$ cat config.mk
export PLATFORM = sky130hd
export DESIGN_NAME = step_updown_counter
export DESIGN_NICKNAME = d
export VERILOG_FILES = /design/src/rtl/stpcnt_pkg.sv /design/src/rtl/stpcnt_ctrl.sv /design/src/rtl/stpcnt_dpath.sv /design/src/rtl/step_updown_counter.sv
export SDC_FILE = /design/constraint.sdc
export NUM_CORES = 1
export LEC_CHECK = 0
export ABC_CLOCK_PERIOD_IN_PS = 5200
export BUFFER_PORTS_ARGS = -buffer_cell sky130_fd_sc_hd__buf_2
export CAP_MARGIN = 0
export CORE_MARGIN = 2
export CORE_UTILIZATION = 37
export DETAILED_ROUTE_END_ITERATION = 10
export PLACE_DENSITY = 0.6
export SKIP_LAST_GASP = 1
export SYNTH_ARGS = -nofsm -noshare
export SYNTH_HDL_FRONTEND = slang
export SYNTH_HIERARCHICAL = 1
export SYNTH_SLANG_ARGS = --single-unit
$ cat constraint.sdc
create_clock -name clk -period 5.2 [get_ports clk]
set_clock_uncertainty 0.05 [all_clocks]
set_input_delay 1.3 -clock clk [delete_from_list [all_inputs] [get_ports clk]]
set_output_delay 1.3 -clock clk [all_outputs]
set_load 0.005 [all_outputs]
$ cat src/rtl/stpcnt_pkg.sv
package stpcnt_pkg;

  // Strobes passed from the control pipeline to the datapath each cycle.
  typedef struct packed {
    logic clear;     // synchronous clear of every register
    logic shift;     // advance the pipeline and update the count
    logic takeLoad;  // pipelined load has reached the output stage
    logic stepUp;    // pipelined direction: 1 add, 0 subtract
  } cntStrobe_t;

endpackage

$ cat src/rtl/stpcnt_ctrl.sv
module stpcnt_ctrl
  import stpcnt_pkg::*;
#(
  parameter int LAT = 2
) (
  input  logic       clk,
  input  logic       rst,
  input  logic       en,
  input  logic       loadReq,
  input  logic       countUp,
  output cntStrobe_t strobe
);

  localparam int STAGES = LAT - 1;

  logic [STAGES-1:0] loadPipe;
  logic [STAGES-1:0] dirPipe;

  generate
    if (STAGES == 1) begin : g_single
      always_ff @(posedge clk) begin
        if (rst) begin
          loadPipe <= '0;
          dirPipe  <= '0;
        end else if (en) begin
          loadPipe <= loadReq;
          dirPipe  <= countUp;
        end
      end
    end else begin : g_chain
      always_ff @(posedge clk) begin
        if (rst) begin
          loadPipe <= '0;
          dirPipe  <= '0;
        end else if (en) begin
          loadPipe <= {loadPipe[STAGES-2:0], loadReq};
          dirPipe  <= {dirPipe[STAGES-2:0], countUp};
        end
      end
    end
  endgenerate

  always_comb begin
    strobe.clear    = rst;
    strobe.shift    = en;
    strobe.takeLoad = loadPipe[STAGES-1];
    strobe.stepUp   = dirPipe[STAGES-1];
  end

endmodule

$ cat src/rtl/stpcnt_dpath.sv
module stpcnt_dpath
  import stpcnt_pkg::*;
#(
  parameter int          WIDTH = 48,
  parameter logic [47:0] STEP  = 48'h1,
  parameter int          LAT   = 2
) (
  input  logic             clk,
  input  cntStrobe_t       strobe,
  input  logic [WIDTH-1:0] loadVal,
  output logic [WIDTH-1:0] count
);

  localparam int               STAGES = LAT - 1;
  localparam logic [WIDTH-1:0] STEPW  = STEP[WIDTH-1:0];

  logic [WIDTH-1:0] dataPipe [STAGES];
  logic [WIDTH-1:0] stepped;
  logic [WIDTH-1:0] nextCount;

  // Load data travels alongside the load strobe.
  always_ff @(posedge clk) begin
    if (strobe.clear) begin
      for (int i = 0; i < STAGES; i++) dataPipe[i] <= '0;
    end else if (strobe.shift) begin
      dataPipe[0] <= loadVal;
      for (int i = 1; i < STAGES; i++) dataPipe[i] <= dataPipe[i-1];
    end
  end

  always_comb begin
    stepped   = strobe.stepUp ? (count + STEPW) : (count - STEPW);
    nextCount = strobe.takeLoad ? dataPipe[STAGES-1] : stepped;
  end

  always_ff @(posedge clk) begin
    if (strobe.clear)      count <= '0;
    else if (strobe.shift) count <= nextCount;
  end

endmodule

$ cat src/rtl/step_updown_counter.sv
module step_updown_counter
  import stpcnt_pkg::*;
#(
  parameter int          WIDTH = 48,
  parameter logic [47:0] STEP  = 48'h1,
  parameter int          LAT   = 2
) (
  input  logic             clk,
  input  logic             rst,
  input  logic             en,
  input  logic             loadReq,
  input  logic [WIDTH-1:0] loadVal,
  input  logic             countUp,
  output logic [WIDTH-1:0] count
);

  cntStrobe_t strobe;

  stpcnt_ctrl #(.LAT(LAT)) u_ctrl (
    .clk     (clk),
    .rst     (rst),
    .en      (en),
    .loadReq (loadReq),
    .countUp (countUp),
    .strobe  (strobe)
  );

  stpcnt_dpath #(.WIDTH(WIDTH), .STEP(STEP), .LAT(LAT)) u_dpath (
    .clk     (clk),
    .strobe  (strobe),
    .loadVal (loadVal),
    .count   (count)
  );

endmodule

Word level (Yosys, flattened, before mapping) --
Memories as Yosys holds them, arrays and structs flattened. Cells that the tools add are included.
Word-level totals: word-level logic and storage cells 16, memories 1, output and inout port bits 48, flip-flop bits (word level) 50, RAM bits 48, input bits 53
Memories:
- u_dpath.dataPipe | words 1, bits a word 48, read ports 1, clocked after memory_dff 0, wr ports 1, line stpcnt_dpath.sv:17 | logic [WIDTH-1:0] dataPipe [STAGES];
Operators by class: add/subtract/negate cells 2, mux-type cells 9, reduce and logical (&&, ||, !) cells 1
Operators by type and width (count):
- $mux W48 | 3
- $add A48 B1 Y48 const B | 1
- $reduce_or A48 Y1 | 1
- $sub A48 B1 Y48 const B | 1
- $mux W1 | 6

Depth between registers and ports, before layout --
depth after elaboration 5, mapped depth 12, mapped depth without buffers 10

Modules after synthesis --
Netlist, hierarchy kept.
Modules (own cells, without submodules):
- stpcnt_dpath | cells each 799, sequential area each 2402.3 um2, times used 1, area an instance 6755.2 um2
- stpcnt_ctrl | cells each 10, sequential area each 40.0 um2, times used 1, area an instance 97.6 um2

Worst setup path before layout --
Ideal clock, no wire load.
path kind register -> register, start register u_ctrl.dirPipe, end register u_dpath.count[47], arrival 3.526 ns, path slack 1.507 ns, cell stages (with the launch flop) 13, path buffers 2, setup time 0.116 ns, cells stage by stage dfxtp_1 > buf_4 > inv_1 > ha_1 > clkbuf_1 > a21o_1 > a311o_1 > a21oi_1 > o22ai_1 > a211oi_2 > a211oi_1 > or3_1 > a31o_2
On the way: cells in the longest elaborated chain, start to end 2
RTL lines:
- from (decl) | line stpcnt_ctrl.sv:17 | logic [STAGES-1:0] dirPipe;
- from (signal assigned) | line stpcnt_ctrl.sv:27 | dirPipe <= countUp;
- $mux W48 | line stpcnt_dpath.sv:32 | stepped = strobe.stepUp ? (count + STEPW) : (count - STEPW);
- $mux W48 | line stpcnt_dpath.sv:33 | nextCount = strobe.takeLoad ? dataPipe[STAGES-1] : stepped;
- to (signal assigned) | line stpcnt_dpath.sv:38 | else if (strobe.shift) count <= nextCount;
- to (decl) | line stpcnt_dpath.sv:11 | output logic [WIDTH-1:0] count
Every way passes these cells. A chain may end at the register's enable or synchronous reset.

Final worst setup path --
start register u_ctrl.dirPipe, end register u_dpath.count[41]
Same word-level chain as after synthesis.

==> results.sh <==
export IMPL_min_from="u_dpath/dataPipe[0][31]"
export IMPL_num_fill_cells=1798
export IMPL_area_growth_pct=13.0
export IMPL_switching_share=0.402
export IMPL_synth_compound_area_frac=0.235
export IMPL_post_cts_setup_buffer_count=0
export IMPL_yosysUniqueCellTypes=68
export IMPL_grt_pass1_wl_mm=30.5
export IMPL_track_usage=0.195
export IMPL_ant_nets=0
export IMPL_slew_violations=0
export IMPL_slew_headroom=0.263
export IMPL_hpwl_mm=14.0
export IMPL_clkSlewWorstSetupHoldPaths_ns=0.07
export IMPL_cp_max_fo=25
export IMPL_end_kind="flop"
export IMPL_failed_checks="DRC"
export IMPL_whs_ns=0.444
export IMPL_synth_top_family_by_area="compound AO/OA/AOI/OAI gates"
export IMPL_vias=6098
export IMPL_yosysMostFrequentCell="nand2_1"
export IMPL_synth_top_area_frac=0.210
export IMPL_switchingPower_mw=1.36
export IMPL_cts_root_buf="clkbuf_16"
export IMPL_power_frac_seq=0.298
export IMPL_ff2ff_path_depth=10
export IMPL_p_int_mw=2.03
export IMPL_drc=1
export IMPL_power_mw=3.39
export IMPL_cp_num_buf_inv=1
export IMPL_ir_drop_mv=0.174
export IMPL_fin_area_um2=7740
export IMPL_cpMaxStageDelayCell="inv_1"
export IMPL_synth_common_cells="77 x nand2_1, 70 x nor2_1, 64 x a21oi_1"
export IMPL_crit_family="compound AO/OA/AOI/OAI gates"
export IMPL_synth_top_cells_by_area="edfxtp_1 21%, dfxtp_1 15%, ha_1 8.4%"
export IMPL_clock_fmax_mhz=247
export IMPL_power_density_nw_per_um2=437
export IMPL_drt_pass1_iterations=7
export IMPL_dieWidth_um=140
export IMPL_routed_wl_mm=19.2
export IMPL_ys_ff_latch=98
export IMPL_cp_arrival_ns=4.28
export IMPL_holdPathStages=2
export IMPL_synth_seq_area_share=0.356
export IMPL_hp_class="flop to flop"
export IMPL_r2r_setup_slack_ns=1.15
export IMPL_grt_max_degree=66
export IMPL_hold_viol_final=0
export IMPL_yosys_warnings=6
export IMPL_max_cap_viol_count=0
export IMPL_dieArea_um2=19600
export IMPL_placed_area_um2=7440
export IMPL_whs_endpoint="u_dpath/count[31]"
export IMPL_rows=49
export IMPL_fin_nets=968
export IMPL_yosys_area_top_type="edfxtp_1"
export IMPL_min_period_ns=4.05
export IMPL_cp_depth=10
export IMPL_muxShareOfSynthArea=0.0131
export IMPL_overflow=0
export IMPL_synth_cells=809
export IMPL_coreArea_um2=18100
export IMPL_hold_buffers=0
export IMPL_cts_tree="yes"
export IMPL_pwr_share_comb=0.495
export IMPL_worstPathRequired_ns=5.43
export IMPL_cp_start_kind="flop"
export IMPL_clock_sinks=98
export IMPL_synth_edf_count=48
export IMPL_slowest_delay_ns=0.69
export IMPL_htree_levels=3
export IMPL_worstSkewPairLatency_ns=0.36
export IMPL_tightest_slew_ns=1.10
export IMPL_synth_fa_ha_area_frac=0.0869
export IMPL_drt_iter0_markers=391
export IMPL_dp_cells=1086
export IMPL_antenna_cells=0
export IMPL_antenna_found_initial=0
export IMPL_power_frac_clock=0.206
export IMPL_path_cells="inv_1 > ha_1 > a21o_1 > a2111oi_0 > a21boi_0 > nor4b_1 > nor2_1 > a211oi_1 > or3_1 > o211ai_1"
export IMPL_seqCellArea_um2=2440
export IMPL_initial_utilization=0.379
export IMPL_r2r_start="u_ctrl/dirPipe"
export IMPL_viasPerCell=5.53
export IMPL_synthSimpleGateAreaFrac=0.224
export IMPL_syn_avg_cell_area_um2=8.47
export IMPL_grt_pass1_vias=5748
export IMPL_clockBufferDepth=2
export IMPL_final_setup_tns_ns=0
export IMPL_synth_area_um2=6850
export IMPL_io_pins=101
export IMPL_rsz0062_at_grt="no"
export IMPL_critical_path_class="flop to flop"
export IMPL_syn_nets=909
export IMPL_status="finished with violations"
export IMPL_wl_per_cell_um=17.4
export IMPL_rr_endpoint="u_dpath/count[41]"
export IMPL_port_buffers=100
export IMPL_die_y_um=140
export IMPL_synth_xor_area_frac=0.0371
export IMPL_postSynth_asyncResetShare=0
export IMPL_gp_congestion=0.887
export IMPL_numCtsBuffers=9
export IMPL_setup_viol=0
export IMPL_cts_resized=0
export IMPL_finalNonFillerCells=1102
export IMPL_ys_flop_type="dfxtp_1"
export IMPL_post_route_period_util=0.779
export IMPL_drive_gt1_frac=0.155
export IMPL_cellLeakagePower_nw=3.38
export IMPL_multiInputGateArea_um2=4090
[power groups by stage]
stage	sequential, mW	clock [mW]	combinational, mW
6_report	1.01	0.698	1.68
5_1_grt	1.02	0.739	1.87
4_1_cts	1.01	0.719	1.66
3_5_place_dp	1.03	0	1.65
3_3_place_gp	1.03	0	1.66
2_1_floorplan	1.01	0	1.25
[cell families (layout without fill, tap and decap cells)]
family	count (synthesis)	in the layout
xor gates and xnor gates	29	29
buffers and inverters	80	144
AOI/OAI and AO/OA	240	240
muxes	9	9
and+or+nand+nor	306	306
adders and majority gates	47	47
DFF	98	98
[cell usage in the layout, fill, tap and decap left out, types with 9 or more instances in the layout]
cell / n
nand2_1: 77
ha_1: 46
inv_1: 21
nor2b_1: 16
nor3_1: 12
o211ai_1: 13
a21oi_1: 64
clkbuf_16: 9
edfxtp_1: 48
a21o_1: 27
and3_1: 11
o21bai_1: 10
a311oi_1: 15
mux2i_1: 9
o21ai_0: 38
and2_1: 54
dfxtp_1: 49
a211oi_1: 16
nor2_1: 70
nand3_1: 15
xnor2_1: 25
buf_2: 100
nand4_1: 22
[cell type report]
class,count,area share
timing repair buffer,105,0.0695
sequential,98,0.316
clock inverter,6,0.00921
inverter,23,0.0111
tap,229,0.0370
multi-input combinational,631,0.528
clock buffer,10,0.0296
[flip-flops by register name (all words and copies together) (netlist names)]
name / count
u_ctrl/loadPipe: 1
u_dpath/count: 48
u_dpath/dataPipe: 48
u_ctrl/dirPipe: 1
[worst max-delay path by stage]
stage / from / end / slack, ns
after floorplan: u_ctrl/dirPipe / u_dpath/count[47] / 1.51
after global placement: u_ctrl/dirPipe / u_dpath/count[36] / 1.28
after detailed placement: u_ctrl/dirPipe / u_dpath/count[41] / 1.22
after CTS: u_ctrl/dirPipe / u_dpath/count[41] / 1.19
after global routing: u_ctrl/dirPipe / u_dpath/count[41] / 0.82
final: u_ctrl/dirPipe / u_dpath/count[41] / 1.15
[through the flow]
step	util	setup slack (ns)
global placement	0.412	1.28
CTS	0.428	1.19
finish	0.428	1.15
global route	0.428	0.823
detailed placement	0.412	1.22
floorplan	-	1.51
[routing by layer]
metal,track usage,routed length [µm],up-vias
li1,-,-,3079
met1,0.281,9710,2867
met2,0.300,8370,131
met3,0.0297,835,21
met4,0.0617,298,0
met5,0,0,-
[tightest hold or removal path, delay by kind of cell (launching register included)]
kind | cells | cell delay [ns]
compound gates | 2 | 0.13
flops | 1 | 0.33
No activity file was read; power rests on OpenSTA's default activity.
